$ cat src/rtl/brsk_pkg.sv
package brsk_pkg;

    localparam int BYTE_W = 8;
    localparam int PC_W   = 2 * BYTE_W;
    localparam int EF_N   = 4;
    localparam int EF_IW  = $clog2(EF_N);

    localparam logic [3:0] ROW_SHORT = 4'h3;
    localparam logic [3:0] ROW_LONG  = 4'hC;

    typedef enum logic [1:0] {
        FLOW_NONE,
        FLOW_SHORT,
        FLOW_LONG_BR,
        FLOW_LONG_SKIP
    } flow_e;

    typedef enum logic [2:0] {
        SEL_ALWAYS,
        SEL_NEVER,
        SEL_Q,
        SEL_ZERO,
        SEL_CARRY,
        SEL_IE,
        SEL_EXT
    } sel_e;

    typedef struct packed {
        flow_e            flow;
        sel_e             sel;
        logic [EF_IW-1:0] ext_idx;
        logic             invert;
    } dec_t;

endpackage

$ cat src/rtl/brsk_decode.sv
module brsk_decode
    import brsk_pkg::*;
(
    input  logic [BYTE_W-1:0] opcode,
    output dec_t              dec
);

    logic [3:0] row;
    logic [3:0] col;

    assign row = opcode[7:4];
    assign col = opcode[3:0];

    always_comb begin
        dec         = '0;
        dec.flow    = FLOW_NONE;
        dec.sel     = SEL_NEVER;
        dec.ext_idx = col[EF_IW-1:0];
        dec.invert  = 1'b0;
        unique case (row)
            ROW_SHORT: begin
                dec.flow   = FLOW_SHORT;
                dec.invert = col[3];
                if (col[2]) begin
                    dec.sel = SEL_EXT;
                end else begin
                    unique case (col[1:0])
                        2'd0: dec.sel = SEL_ALWAYS;
                        2'd1: dec.sel = SEL_Q;
                        2'd2: dec.sel = SEL_ZERO;
                        2'd3: dec.sel = SEL_CARRY;
                    endcase
                end
            end
            ROW_LONG: begin
                if (!col[2]) begin
                    dec.flow   = FLOW_LONG_BR;
                    dec.invert = col[3];
                    unique case (col[1:0])
                        2'd0: dec.sel = SEL_ALWAYS;
                        2'd1: dec.sel = SEL_Q;
                        2'd2: dec.sel = SEL_ZERO;
                        2'd3: dec.sel = SEL_CARRY;
                    endcase
                end else begin
                    dec.flow = FLOW_LONG_SKIP;
                    unique case (col[1:0])
                        2'd0: begin
                            dec.sel    = col[3] ? SEL_IE : SEL_NEVER;
                            dec.invert = 1'b0;
                        end
                        2'd1: begin
                            dec.sel    = SEL_Q;
                            dec.invert = !col[3];
                        end
                        2'd2: begin
                            dec.sel    = SEL_ZERO;
                            dec.invert = !col[3];
                        end
                        2'd3: begin
                            dec.sel    = SEL_CARRY;
                            dec.invert = !col[3];
                        end
                    endcase
                end
            end
            default: begin
                dec.flow = FLOW_NONE;
                dec.sel  = SEL_NEVER;
            end
        endcase
    end

endmodule

$ cat src/rtl/brsk_cond.sv
module brsk_cond
    import brsk_pkg::*;
(
    input  dec_t            dec,
    input  logic            q_flag,
    input  logic            carry,
    input  logic            acc_zero,
    input  logic            int_en,
    input  logic [EF_N-1:0] ext_flag,
    output logic            hit
);

    logic raw;

    always_comb begin
        raw = 1'b0;
        unique case (dec.sel)
            SEL_ALWAYS: raw = 1'b1;
            SEL_NEVER:  raw = 1'b0;
            SEL_Q:      raw = q_flag;
            SEL_ZERO:   raw = acc_zero;
            SEL_CARRY:  raw = carry;
            SEL_IE:     raw = int_en;
            SEL_EXT:    raw = ext_flag[dec.ext_idx];
            default:    raw = 1'b0;
        endcase
        hit = raw ^ dec.invert;
    end

endmodule

$ cat src/rtl/brsk_nextpc.sv
module brsk_nextpc
    import brsk_pkg::*;
(
    input  flow_e             flow,
    input  logic              hit,
    input  logic [PC_W-1:0]   pc,
    input  logic [BYTE_W-1:0] byte0,
    input  logic [BYTE_W-1:0] byte1,
    output logic [PC_W-1:0]   npc,
    output logic              tk
);

    logic [PC_W-1:0] step1;
    logic [PC_W-1:0] step2;

    assign step1 = pc + PC_W'(1);
    assign step2 = pc + PC_W'(2);

    always_comb begin
        npc = pc;
        tk  = 1'b0;
        unique case (flow)
            FLOW_NONE: begin
                npc = pc;
                tk  = 1'b0;
            end
            FLOW_SHORT: begin
                npc = hit ? {pc[PC_W-1:BYTE_W], byte0} : step1;
                tk  = hit;
            end
            FLOW_LONG_BR: begin
                npc = hit ? {byte0, byte1} : step2;
                tk  = hit;
            end
            FLOW_LONG_SKIP: begin
                npc = hit ? step2 : pc;
                tk  = hit;
            end
        endcase
    end

endmodule

$ cat src/rtl/brsk_resolver.sv
module brsk_resolver
    import brsk_pkg::*;
(
    input  logic              clk,
    input  logic              rst,
    input  logic [BYTE_W-1:0] opcode,
    input  logic [PC_W-1:0]   pc,
    input  logic [BYTE_W-1:0] byte0,
    input  logic [BYTE_W-1:0] byte1,
    input  logic              q_flag,
    input  logic              carry,
    input  logic              acc_zero,
    input  logic              int_en,
    input  logic [EF_N-1:0]   ext_flag,
    output logic [PC_W-1:0]   next_pc,
    output logic              taken
);

    dec_t            dec;
    logic            hit;
    logic [PC_W-1:0] npc_d;
    logic            tk_d;

    brsk_decode u_decode (
        .opcode (opcode),
        .dec    (dec)
    );

    brsk_cond u_cond (
        .dec      (dec),
        .q_flag   (q_flag),
        .carry    (carry),
        .acc_zero (acc_zero),
        .int_en   (int_en),
        .ext_flag (ext_flag),
        .hit      (hit)
    );

    brsk_nextpc u_nextpc (
        .flow  (dec.flow),
        .hit   (hit),
        .pc    (pc),
        .byte0 (byte0),
        .byte1 (byte1),
        .npc   (npc_d),
        .tk    (tk_d)
    );

    always_ff @(posedge clk) begin
        if (rst) begin
            next_pc <= '0;
            taken   <= 1'b0;
        end else begin
            next_pc <= npc_d;
            taken   <= tk_d;
        end
    end

endmodule

$ cat config.mk
export PLATFORM = sky130hd
export DESIGN_NAME = brsk_resolver
export DESIGN_NICKNAME = d
export VERILOG_FILES = /design/src/rtl/brsk_pkg.sv /design/src/rtl/brsk_decode.sv /design/src/rtl/brsk_cond.sv /design/src/rtl/brsk_nextpc.sv /design/src/rtl/brsk_resolver.sv
export SDC_FILE = /design/constraint.sdc
export NUM_CORES = 1
export LEC_CHECK = 0
export ABC_CLOCK_PERIOD_IN_PS = 6600
export BUFFER_PORTS_ARGS = -buffer_cell sky130_fd_sc_hd__clkbuf_2
export CAP_MARGIN = 20
export CORE_AREA = 2 2 95 97
export DETAILED_ROUTE_END_ITERATION = 16
export DIE_AREA = 0 0 97 99
export PLACE_DENSITY_LB_ADDON = 0.15
export SLEW_MARGIN = 30
export SYNTH_ARGS = -nofsm -noshare
export SYNTH_HDL_FRONTEND = slang
export SYNTH_HIERARCHICAL = 1
export SYNTH_SLANG_ARGS = --single-unit
$ cat constraint.sdc
create_clock -name clk -period 6.6 [get_ports clk]
set_input_delay 0.66 -clock clk [delete_from_list [all_inputs] [get_ports clk]]
set_output_delay 0.66 -clock clk [all_outputs]
set_load 0.02 [all_outputs]
* After elaboration in Yosys (flattened, before gate mapping)
Index checks and enable logic that the tools add are counted.
** Word-level totals
- Register bits :: 17
- Output and inout bits :: 17
- Word-level logic and storage cells :: 42
** Operators by class
- Add/subtract/negate cells :: 2
- Order comparisons :: 1
- Equal/unequal tests :: 13
- Multiplexer cells :: 17
- Bitwise logic cells :: 1
- Reductions and logical operators :: 6
** Operator list (count)
- 16-bit case mux with 4 select lines :: 1
- 16-bit two-way mux :: 3
- 3-bit case mux with 4 select lines :: 2
- 16-bit by 1-bit adder with 16-bit output, second input constant :: 1
- 16-bit by 2-bit adder with 16-bit output, second input constant :: 1
- 5-bit case mux with 2 select lines :: 1
- 3-bit == test, second input constant :: 3
- 2-bit == test, second input constant :: 4
- 3-bit by 2-bit == test with 1-bit output, second input constant :: 2
- 3-bit two-way mux :: 2
- 1-bit case mux with 2 select lines :: 3
- 1-bit case mux with 6 select lines :: 1
- 3-bit OR reduction :: 2
- 2-bit by 1-bit == test with 1-bit output, second input constant :: 2
- 4-bit by 2-bit == test with 1-bit output, second input constant :: 1
- 4-bit == test, second input constant :: 1
- 2-bit logical NOT :: 2
- 4-bit two-way mux :: 1
- 3-bit logical NOT :: 1
- 2-bit by 3-bit < comparator with 1-bit output, second input constant :: 1
- 1-bit binary-select mux with 2-bit select :: 1
- 1-bit two-way mux :: 2
- 1-bit logical NOT :: 1
- 1-bit XOR :: 1

* Logic depth before layout (Yosys ltp)
Gate-level depths: netlist of run 1.
- Depth in word-level cells :: 9
- Depth in mapped cells :: 17
- Mapped depth without buffers :: 15

* Hierarchy
The synthesis of run 1 kept the hierarchy.
** Modules (own cells, without submodules)
- brsk_nextpc :: times used 1, cells each 215, area an instance 1328.8 um2, sequential area each 0.0 um2
- brsk_resolver :: times used 1, cells each 35, area an instance 475.5 um2, sequential area each 340.3 um2
- brsk_decode :: times used 1, cells each 28, area an instance 197.7 um2, sequential area each 0.0 um2
- brsk_cond :: times used 1, cells each 10, area an instance 87.6 um2, sequential area each 0.0 um2

* Worst setup path before layout of run 1
OpenSTA, ideal clock, no wires.
- Path kind :: in2reg
- Start :: input opcode[6]
- End :: register next_pc[13]
- Arrival time :: 3.224 ns
- Required time :: 6.484 ns
- Setup slack :: 3.260 ns
- Stages :: 14
- Buffers on the path :: 3
- Path through :: and4bb_1 -> a22oi_1 -> o211a_1 -> mux2i_1 -> o21ai_0 -> a21oi_2 -> xnor2_1 -> buf_2 -> clkbuf_1 -> clkbuf_1 -> o22ai_1 -> a221oi_1 -> o21ai_1 -> and2b_2
** RTL lines
- start, declared :: RTL line brsk_resolver.sv:6 : input logic [BYTE_W-1:0] opcode,
- end signal, assigned :: RTL line brsk_resolver.sv:54 : next_pc <= npc_d;
- end, declared :: RTL line brsk_resolver.sv:15 : output logic [PC_W-1:0] next_pc,

==> metrics, run 1 <==
CP Capture Type register; Hold Vio Cnt, Final 0; Slew HR 0.474; Cell Int Power 0.000206 W; final worst path period share 0.653; CTS root buffer clkbuf_8; Initial DRC Count 136; cell area after synthesis between 2000 and 2500 sq um; core box area roughly 8600 sq um; synthesis-to-finish area growth 18.4%; sequential-to-total area share from yosys stat 0.163; CTS Hold Bufs 0; Ports 67; worst slew pin tran approximately 0.78 ns; Util after Layout 0.289; DIE WIDTH 97 um; Synth top area share 0.163; WP data required 6.79 ns; Switching Fraction 0.375; multi-input logic area 1570 sq um; number of synthesized flops with an enable pin 0; met1 WL 3230 um; status complete, no violations; fin nets 390; post-cts sizing count 0; total number of clock tree sinks 17; Setup TNS Final 0 ns; asr flop ratio synth 0; fillcell total just under 1,000; global-route wire length before repair 11,800 um; total of max-cap violations 0; Tmin final 4.31 ns; Cell variety after synth 61; DR pass1 iterations 4; Total GRT Usage 0.150; synthesized flop and latch total 17; CP max FO 18; Slew Viols, Final 0; initial antenna violation count 0; die area between 9000 and 10,000 sq um; average vias per placed instance 5.33; PortBufs 66; power share of the combinational group 0.416; via count 2,356; highest metal used met4; Worst-path clk slew 0.07 ns; synthesized net count 343; Remaining Overflow, GRT 0; met2 wire len 3600 um; Seq pwr share 0.337; routed length on met3 398 um; Max rail drop VDD 53.7 uV; vias in the first global route 2,359; TritonCTS clock tree done; post-detailed-route count of antenna-violating nets 0; Yosys Warn Count 6; RSZ-0062 raised after global routing false; register area around 340 sq um; Max Buffers Root-to-Sink 2; DIE HEIGHT 99 um; # Post-CTS Setup Buffers 0; num rows 34; Critical Path AT roughly 4.5 ns; Final GP Congestion around 0.88; clock network power share 0.247; Worst Hold Class primary input to register; NetSw 0.000124 W; Final WS setup 2.29 ns; Num CTS Buffers 3; routed len/inst approximately 17 um; Initial Utilization 0.244; critical path type primary input to register; pre-CTS setup slack 2.10 ns; Cell Pwr Density 133 nW/um^2; final wirelength 7340 um; Area contributors post-synth dfxtp_1 (16%), nand2_1 (5.0%), nor2b_1 (4.5%); Setup Viol. Count Final 0; largest net degree at the start of global routing 29; Synth area leader dfxtp_1; layout cell share with drive strength beyond 1 0.272; Syn Inst Count between 200 and 300; H-tree levels 1; CP Launch Type primary input; DP HPWL 5560 um; syn avg cell area ~7.3 sq um; ant diodes 0; LEAKAGE 1.05 nW; Fmax achieved 232 MHz; DRC 0; ys flop type dfxtp_1
[power by group through the flow]
stage               combinational [W]  sequential [W]  clock [W]
floorplan                   0.0000823        0.000123          0
global placement             0.000135        0.000114          0
detailed placement           0.000136        0.000114          0
CTS                          0.000136        0.000111  0.0000854
global route                 0.000150        0.000112  0.0000907
finish                       0.000137        0.000111  0.0000812
[logic make-up (layout without fill, tap and decap cells)]
kind of cell / Yosys count / count (layout) / share of synthesized area
DFF: 17 / 17 / 0.163
muxes: 8 / 8 / 0.0515
adders and majority gates: 6 / 6 / 0.0353
AOI/OAI and AO/OA: 83 / 83 / 0.266
buffers and inverters: 36 / 82 / 0.0892
xor gates and xnor gates: 16 / 16 / 0.0671
and+or+nand+nor: 122 / 122 / 0.328
[layout by cell type, fill, tap and decap left out, types with 2 or more instances in the layout]
| cell | Yosys | final |
|---|---|---|
| nand4_1 | 4 | 4 |
| and2b_2 | 7 | 7 |
| a21oi_1 | 18 | 18 |
| nor2_1 | 16 | 16 |
| nor3_1 | 9 | 9 |
| o21ai_0 | 17 | 17 |
| nand2b_1 | 6 | 6 |
| xor2_1 | 9 | 9 |
| a221oi_1 | 4 | 4 |
| clkbuf_2 | 1 | 66 |
| buf_4 | 3 | 2 |
| o22ai_1 | 3 | 3 |
| o32ai_1 | 2 | 2 |
| o31ai_1 | 3 | 3 |
| o221ai_1 | 3 | 3 |
| xnor2_1 | 7 | 6 |
| and2_1 | 2 | 2 |
| mux2i_1 | 4 | 4 |
| and3_1 | 3 | 3 |
| inv_1 | 10 | 10 |
| o21a_1 | 3 | 3 |
| dfxtp_1 | 17 | 17 |
| nand2_1 | 28 | 28 |
| o211ai_1 | 3 | 3 |
| a21o_1 | 4 | 4 |
| nand3_1 | 15 | 15 |
| clkbuf_8 | 0 | 3 |
| and4bb_1 | 2 | 2 |
| a22oi_1 | 2 | 2 |
| mux2_2 | 2 | 2 |
| nor2b_1 | 15 | 15 |
| mux4_2 | 2 | 2 |
| o41ai_1 | 2 | 2 |
| nand4_2 | 2 | 2 |
| a31oi_1 | 5 | 5 |
| and4_1 | 2 | 2 |
| nor4_1 | 5 | 5 |
| ha_1 | 5 | 5 |
| a211oi_1 | 2 | 2 |
[state kept, by name (all words and copies together), names as in the netlist]
name,cells
next_pc,16
taken,1
[per-layer routing]
layer / vias to the layer above / track usage
met3: 6 / 0.0184
li1: 1144 / -
met1: 1116 / 0.183
met2: 90 / 0.272
met5: - / 0
met4: 0 / 0.0488
[synthesized netlist by cell type (2+ instances only)]
cell type	n
a211oi_1	2
a21o_1	4
a21oi_1	18
a221oi_1	4
a22oi_1	2
a31oi_1	5
and2_1	2
and2b_2	7
and3_1	3
and4_1	2
and4bb_1	2
buf_1	2
buf_2	7
buf_4	3
buf_6	4
clkbuf_1	9
dfxtp_1	17
ha_1	5
inv_1	10
mux2_2	2
mux2i_1	4
mux4_2	2
nand2_1	28
nand2b_1	6
nand3_1	15
nand4_1	4
nand4_2	2
nor2_1	16
nor2b_1	15
nor3_1	9
nor4_1	5
o211ai_1	3
o21a_1	3
o21ai_0	17
o221ai_1	3
o22ai_1	3
o31ai_1	3
o32ai_1	2
o41ai_1	2
xnor2_1	7
xor2_1	9
[worst max-delay path, cell delays in order]
cell	delay, ns
clkbuf_2	0.08
and4bb_1	0.73
a22oi_1	0.14
o211a_1	0.30
mux2i_1	0.12
o21ai_0	0.20
a21oi_2	0.10
xnor2_2	0.62
inv_1	0.45
nor4_1	0.49
xor2_1	0.22
o22ai_1	0.10
a21oi_1	0.16
nor2b_1	0.14
[stage by stage]
stage	hold slack (ns)	power (W)	cells	area, sq um
2_1_floorplan	0.851	0.000205	288	2090
3_3_place_gp	1.07	0.000249	438	2430
3_5_place_dp	1.07	0.000249	438	2430
4_1_cts	0.844	0.000333	442	2470
5_1_grt	0.869	0.000352	442	2470
6_report	0.841	0.000329	442	2470
[area by class of cell]
cell class                      count  area share
Tap cell                          108      0.0546
Sequential cell                    17       0.138
Multi-Input combinational cell    235       0.635
Clock buffer                        4      0.0182
Timing Repair Buffer               68       0.140
Inverter                           10      0.0152
[path summary, 6_finish.rpt]
path              slack [ns]     endpoint  depth (start not counted)      start
setup / recovery        2.29  next_pc[10]                         14  opcode[5]
hold / removal          0.84   next_pc[6]                          3      pc[6]
Note: power is estimated with default switching activity, not from simulation.
==> run 2: changes to the inputs <==
ABC_CLOCK_PERIOD_IN_PS = 4150   (was 6600)
clock period = 4.15 ns   (was 6.6 ns; I/O delays follow)
==> run 2 against run 1 <==
Core utilization rose by 0.18 points. Final area increased by 0.61%. Sequential share of layout area down 0.083 points. Critical path depth unchanged. Global-route usage rose by 0.69 points. Clock power is 63% higher. Via count grew 0.55%. Setup slack worse by 1.3 ns. Sequential cell count did not move. Combinational power rose by 61%. Routed wire length up 2.7%. First-iteration DRC count is 21% lower. Critical path type unchanged. Critical endpoint is now next_pc[7].
==> metrics, run 2 (synthesis gave the netlist of run 1 again) <==
Initial DRC Count 108 (was 136); die area 9600 sq um (unchanged); CP max FO 10 (was 18); Remaining Overflow, GRT 0 (unchanged); DR pass1 iterations 4 (unchanged); Max rail drop VDD 73.1 uV (was 53.7 uV); CTS root buffer clkbuf_8 (unchanged); ant diodes 0 (unchanged); hold endpoint next_pc[0] (was next_pc[6]); Largest Register next_pc (unchanged); CP Capture Type register (unchanged); hold depth 4 (was 3); critical path type primary input to register (unchanged); Max Buffers Root-to-Sink 2 (unchanged); Final WS setup 0.989 ns (was 2.29 ns); final worst path period share 0.762; CTS Hold Bufs 0 (unchanged); worst slew pin tran 0.479 ns (was 0.785 ns); Pwr Total 0.000529 W (was 0.000329 W); RSZ-0062 raised after global routing false (unchanged); final std cells w/o fill 444 (was 442); Tmin final 3.16 ns; layout cell share with drive strength beyond 1 0.277 (was 0.272); Initial Utilization 0.244 (unchanged); DIE WIDTH 97 um (unchanged); DP HPWL 5740 um (was 5560 um); initial antenna violation count 0 (unchanged); PortBufs 66 (unchanged); status complete, no violations (unchanged); hold path start byte1[0] (was pc[6]); Cell Pwr Density 213 nW/um^2 (was 133 nW/um^2); DIE HEIGHT 99 um (unchanged); global-route wire length before repair 12,200 um (was 11,800 um); fillcell total 954 (was 981); pre-CTS setup slack 0.775 ns (was 2.10 ns); Worst-path clk slew 0.08 ns (was 0.07 ns); fin nets 392 (was 390); Final GP Congestion 0.848 (was 0.879); largest net degree at the start of global routing 34 (was 29); num rows 34 (unchanged); Ports 67 (unchanged); Slew HR 0.680 (was 0.474); hold_ws 0.576 ns (was 0.841 ns); post-cts sizing count 0 (unchanged); total number of clock tree sinks 17 (unchanged); Slew Viols, Final 0 (unchanged); CP Launch Type primary input (unchanged); final wirelength 7540 um (was 7340 um); H-tree levels 1 (unchanged); routed len/inst 17.0 um (was 16.6 um); max reg flops 16 (unchanged); core box area 8550 sq um (unchanged); post-detailed-route count of antenna-violating nets 0 (unchanged); WP data required 4.29 ns (was 6.79 ns); Setup Viol. Count Final 0 (unchanged); Num CTS Buffers 3 (unchanged); DRC 0 (unchanged); most common cell after layout, fill and taps aside clkbuf_2 (unchanged); Placed Cells 440 (was 438); # Post-CTS Setup Buffers 0 (unchanged); TritonCTS clock tree done (unchanged); Critical Path AT 3.30 ns (was 4.50 ns); Worst Hold Class primary input to register (unchanged); total of max-cap violations 0 (unchanged); vias in the first global route 2,331 (was 2,359); synthesis-to-finish area growth 19.1% (was 18.4%); Fmax achieved between 300 and 400 MHz; Total GRT Usage 0.157 (was 0.150); average vias per placed instance 5.34 (was 5.33); Hold Vio Cnt, Final 0 (unchanged); top flop regs next_pc x16, taken x1 (unchanged); Setup TNS Final 0 ns (unchanged); commonest non-fill, non-tap cells in the layout clkbuf_2 (66), nand2_1 (28), a21oi_1 (18) (unchanged); LEAKAGE 1.06 nW (was 1.05 nW); via count 2,369 (was 2,356)
[run 2: worst max path at each step]
stage | start | end | slack [ns] | depth (start not counted)
detailed placement | opcode[5] | next_pc[7] | 0.78 | 14
global route | opcode[0] | next_pc[7] | 0.68 | 15
finish | opcode[5] | next_pc[7] | 0.99 | 14
global placement | opcode[5] | next_pc[7] | 0.83 | 14
CTS | opcode[5] | next_pc[7] | 1.05 | 14
floorplan | opcode[6] | next_pc[13] | 1.06 | 14
[run 2: cell type report]
| cell class | count | area, sq um | area share |
|---|---|---|---|
| repair buffers | 70 | 360 | 0.145 |
| inverters | 10 | 37.5 | 0.0151 |
| flip-flops and latches | 17 | 340 | 0.137 |
| well taps | 108 | 135 | 0.0543 |
| multi-input cells | 235 | 1570 | 0.631 |
| clock buffers | 4 | 45.0 | 0.0181 |
[run 2: routing by layer]
| layer | up-vias | share of wire | track usage | wire length, um |
|---|---|---|---|---|
| met5 | - | 0 | 0 | 0 |
| met4 | 0 | 0.015 | 0.0455 | 113 |
| met3 | 6 | 0.049 | 0.0184 | 368 |
| met2 | 77 | 0.51 | 0.282 | 3830 |
| met1 | 1136 | 0.43 | 0.197 | 3230 |
| li1 | 1150 | - | - | - |
[run 2: critical path, stage by stage]
cell and delay [ns]:
clkbuf_2 0.08, and4bb_1 0.41, a22oi_1 0.12, o211a_1 0.27, mux2i_1 0.13, o21ai_0 0.20, a21oi_2 0.10, xnor2_2 0.21
buf_4 0.22, nor2b_1 0.43, o21ai_0 0.17, a221oi_1 0.29, o22ai_1 0.12, nor2b_1 0.13
[run 2: where the power goes]
part	switching (W)	total (W)	internal [W]
logic	0.000134	0.000220	0.0000869
clock network	0.0000635	0.000132	0.0000683
registers	0.00000267	0.000177	0.000174
[run 2: per-stage QoR]
stage                     cell area [sq um]   util
after floorplan                        2090      -
after global placement                 2440  0.286
after detailed placement               2440  0.286
after CTS                              2490  0.291
after global routing                   2490  0.291
final                                  2490  0.291
==> run 3: changes to the inputs <==
ABC_AREA = 1   (was default)
ABC_CLOCK_PERIOD_IN_PS = 2900   (was 4150)
CORE_AREA = 2 2 98 100   (was 2 2 95 97)
DIE_AREA = 0 0 100 102   (was 0 0 97 99)
clock period = 2.9 ns   (was 4.15 ns; I/O delays follow)
==> run 3 against run 2 <==
Sequential share of layout area decreased by 1.1 points. Sequential cell count is the same. Power increased by 45%. Global-route usage about the same. First-iteration DRC count is 9.3% lower. Largest cell class unchanged. Largest power group unchanged.
==> metrics, run 3 <==
Final GP Congestion 0.909 (was 0.848); ys flop type dfxtp_1 (unchanged); fillcell total 1,094 (was 954); DR pass1 iterations 4 (unchanged); via count 2,719 (was 2,369); Slew HR 0.660 (was 0.680); top flop regs next_pc x16, taken x1 (unchanged); asr flop ratio synth 0 (unchanged); commonest non-fill, non-tap cells in the layout nand2_1 (109), clkbuf_2 (66), inv_1 (57) (was clkbuf_2 (66), nand2_1 (28), a21oi_1 (18)); Synth top area share 0.182 (was 0.163); post-cts sizing count 0 (unchanged); Max rail drop VDD 121 uV (was 73.1 uV); Ports 67 (unchanged); CP max FO 24 (was 10); Initial Utilization 0.247 (was 0.244); layout cell share with drive strength beyond 1 0.215 (was 0.277); hold_ws 0.364 ns (was 0.576 ns); Worst-path clk slew 0.07 ns (was 0.08 ns); most common cell after layout, fill and taps aside nand2_1 (was clkbuf_2); H-tree levels 1 (unchanged); CP Launch Type primary input (unchanged); Yosys Warn Count 6 (unchanged); total of max-cap violations 0 (unchanged); die area 10,200 sq um (was 9600 sq um); Max Buffers Root-to-Sink 2 (unchanged); average vias per placed instance 4.64 (was 5.34); cell with the most instances after synthesis nand2_1 (unchanged); vias in the first global route 2,575 (was 2,331); CTS Hold Bufs 0 (unchanged); global-route wire length before repair 12,800 um (was 12,200 um); CTS root buffer clkbuf_8 (unchanged); Setup TNS Final 0 ns (unchanged); max reg flops 16 (unchanged); ant diodes 0 (unchanged); Critical Path Start opcode[0] (was opcode[5]); cell area after synthesis 2250 sq um (was 2090 sq um); Cell Pwr Density 285 nW/um^2 (was 213 nW/um^2); synthesized net count 471 (was 343); Util after Layout 0.296 (was 0.291); DRC 0 (unchanged); RSZ-0062 raised after global routing false (unchanged); Synth area leader nand2_1 (was dfxtp_1); Cell variety after synth 30 (was 61); synthesis-to-finish area growth 20.0% (was 19.1%); WP data required 3.04 ns (was 4.29 ns); status complete, no violations (unchanged); # Post-CTS Setup Buffers 0 (unchanged); critical path type primary input to register (unchanged); DIE WIDTH 100 um (was 97 um); fin nets 531 (was 392); routed len/inst 13.2 um (was 17.0 um); final std cells w/o fill 586 (was 444); Largest Register next_pc (unchanged); number of synthesized flops with an enable pin 0 (unchanged); Worst Hold Class primary input to register (unchanged); syn avg cell area 5.41 sq um (was 7.26 sq um); Area contributors post-synth nand2_1 (18%), dfxtp_1 (15%), nand3_1 (11%) (was dfxtp_1 (16%), nand2_1 (5.0%), nor2b_1 (4.5%)); DP HPWL 6010 um (was 5740 um); Setup Viol. Count Final 0 (unchanged); Total GRT Usage 0.156 (was 0.157); num rows 35 (was 34); CP Capture Point next_pc[0] (was next_pc[7]); final wirelength 7730 um (was 7540 um); Slew Viols, Final 0 (unchanged); largest net degree at the start of global routing 25 (was 34); LEAKAGE 1.39 nW (was 1.06 nW); PortBufs 66 (unchanged); Fmax achieved 406 MHz; Syn Inst Count 416 (was 288); synthesized flop and latch total 17 (unchanged); Num CTS Buffers 3 (unchanged); DIE HEIGHT 102 um (was 99 um); Critical Path AT 2.60 ns (was 3.30 ns); final worst path period share 0.849; Initial DRC Count 98 (was 108); sequential-to-total area share from yosys stat 0.151 (was 0.163); most frequent cells after synthesis nand2_1 (109), inv_1 (57), nor2_1 (55), nand3_1 (50), nand4_1 (23) (was nand2_1 (28), a21oi_1 (18), dfxtp_1 (17), o21ai_0 (17), nor2_1 (16)); Remaining Overflow, GRT 0 (unchanged); total number of clock tree sinks 17 (unchanged); post-layout instance area 2700 sq um (was 2490 sq um); placed instance area 2660 sq um (was 2440 sq um); Tmin final 2.46 ns; TritonCTS clock tree done (unchanged); post-detailed-route count of antenna-violating nets 0 (unchanged); Placed Cells 582 (was 440); worst slew pin tran 0.509 ns (was 0.479 ns); Hold Vio Cnt, Final 0 (unchanged); hold path start byte1[5] (was byte1[0]); core box area 9110 sq um (was 8550 sq um); initial antenna violation count 0 (unchanged); CP Capture Type register (unchanged)
[run 3: cell count changes after synthesis, sizes merged, moves of 6 or more]
cell    previous run  this run
nand2b             6         0
and2b              7         0
nor3               9         1
clkbuf            10         4
inv               10        59
nand4              6        23
nor2b             15         0
nand3             16        52
xnor2              7         1
nand2             28       120
nor2              17        64
[run 3: area by class of cell]
cell class,instances,area [sq um],area share
tap,111,139,0.0514
inverter,62,233,0.0862
clock buffer,4,45.0,0.0167
timing repair buffer,72,375,0.139
multi-input combinational,320,1570,0.581
sequential,17,340,0.126
[run 3: kinds of logic after synthesis]
group / share of synthesized area
xor gates and xnor gates: 0.0234
DFF: 0.151
adders and majority gates: 0.0278
AOI/OAI and AO/OA: 0.109
buffers and inverters: 0.152
and+or+nand+nor: 0.537
[run 3: critical path, cell delays in order]
cell       delay (ns)
clkbuf_2         0.12
inv_1            0.06
ha_1             0.23
nand2_1          0.09
nand2_1          0.06
nand2_1          0.05
nand3_1          0.13
inv_1            0.11
nand2_1          0.06
nor2_1           0.09
nand3_1          0.12
nand2_1          0.08
nand2_1          0.05
nand2_1          0.07
inv_1            0.09
buf_4            0.23
or2_2            0.33
nand3_1          0.10
o2111ai_1        0.12
inv_1            0.07
nor2_1           0.04
[run 3: worst min-delay path by stage]
stage                     cells past startpoint          to  slack [ns]
after floorplan                               2       taken        0.48
after global placement                        5  next_pc[5]        0.64
after detailed placement                      5  next_pc[5]        0.63
after CTS                                     5  next_pc[5]        0.36
after global routing                          5  next_pc[5]        0.40
final                                         5  next_pc[5]        0.36
[run 3: power breakdown]
| group | switching, W | internal [W] |
|---|---|---|
| registers | 0.00000445 | 0.000250 |
| logic | 0.000213 | 0.000109 |
| clock network | 0.0000946 | 0.0000979 |
[run 3: per-stage QoR]
| stage | setup slack (ns) | power, W |
|---|---|---|
| 3_5_place_dp | 0.179 | 0.000584 |
| 4_1_cts | 0.450 | 0.000783 |
| 2_1_floorplan | 0.706 | 0.000472 |
| 6_report | 0.438 | 0.000769 |
| 5_1_grt | 0.140 | 0.000836 |
| 3_3_place_gp | 0.249 | 0.000586 |
[run 3: layer usage]
layer | share of wire | global-route usage | vias up
li1 | - | - | 1452
met1 | 0.49 | 0.208 | 1211
met2 | 0.46 | 0.274 | 52
met3 | 0.037 | 0.0253 | 4
met4 | 0.0074 | 0.0200 | 0
met5 | 0 | 0 | -
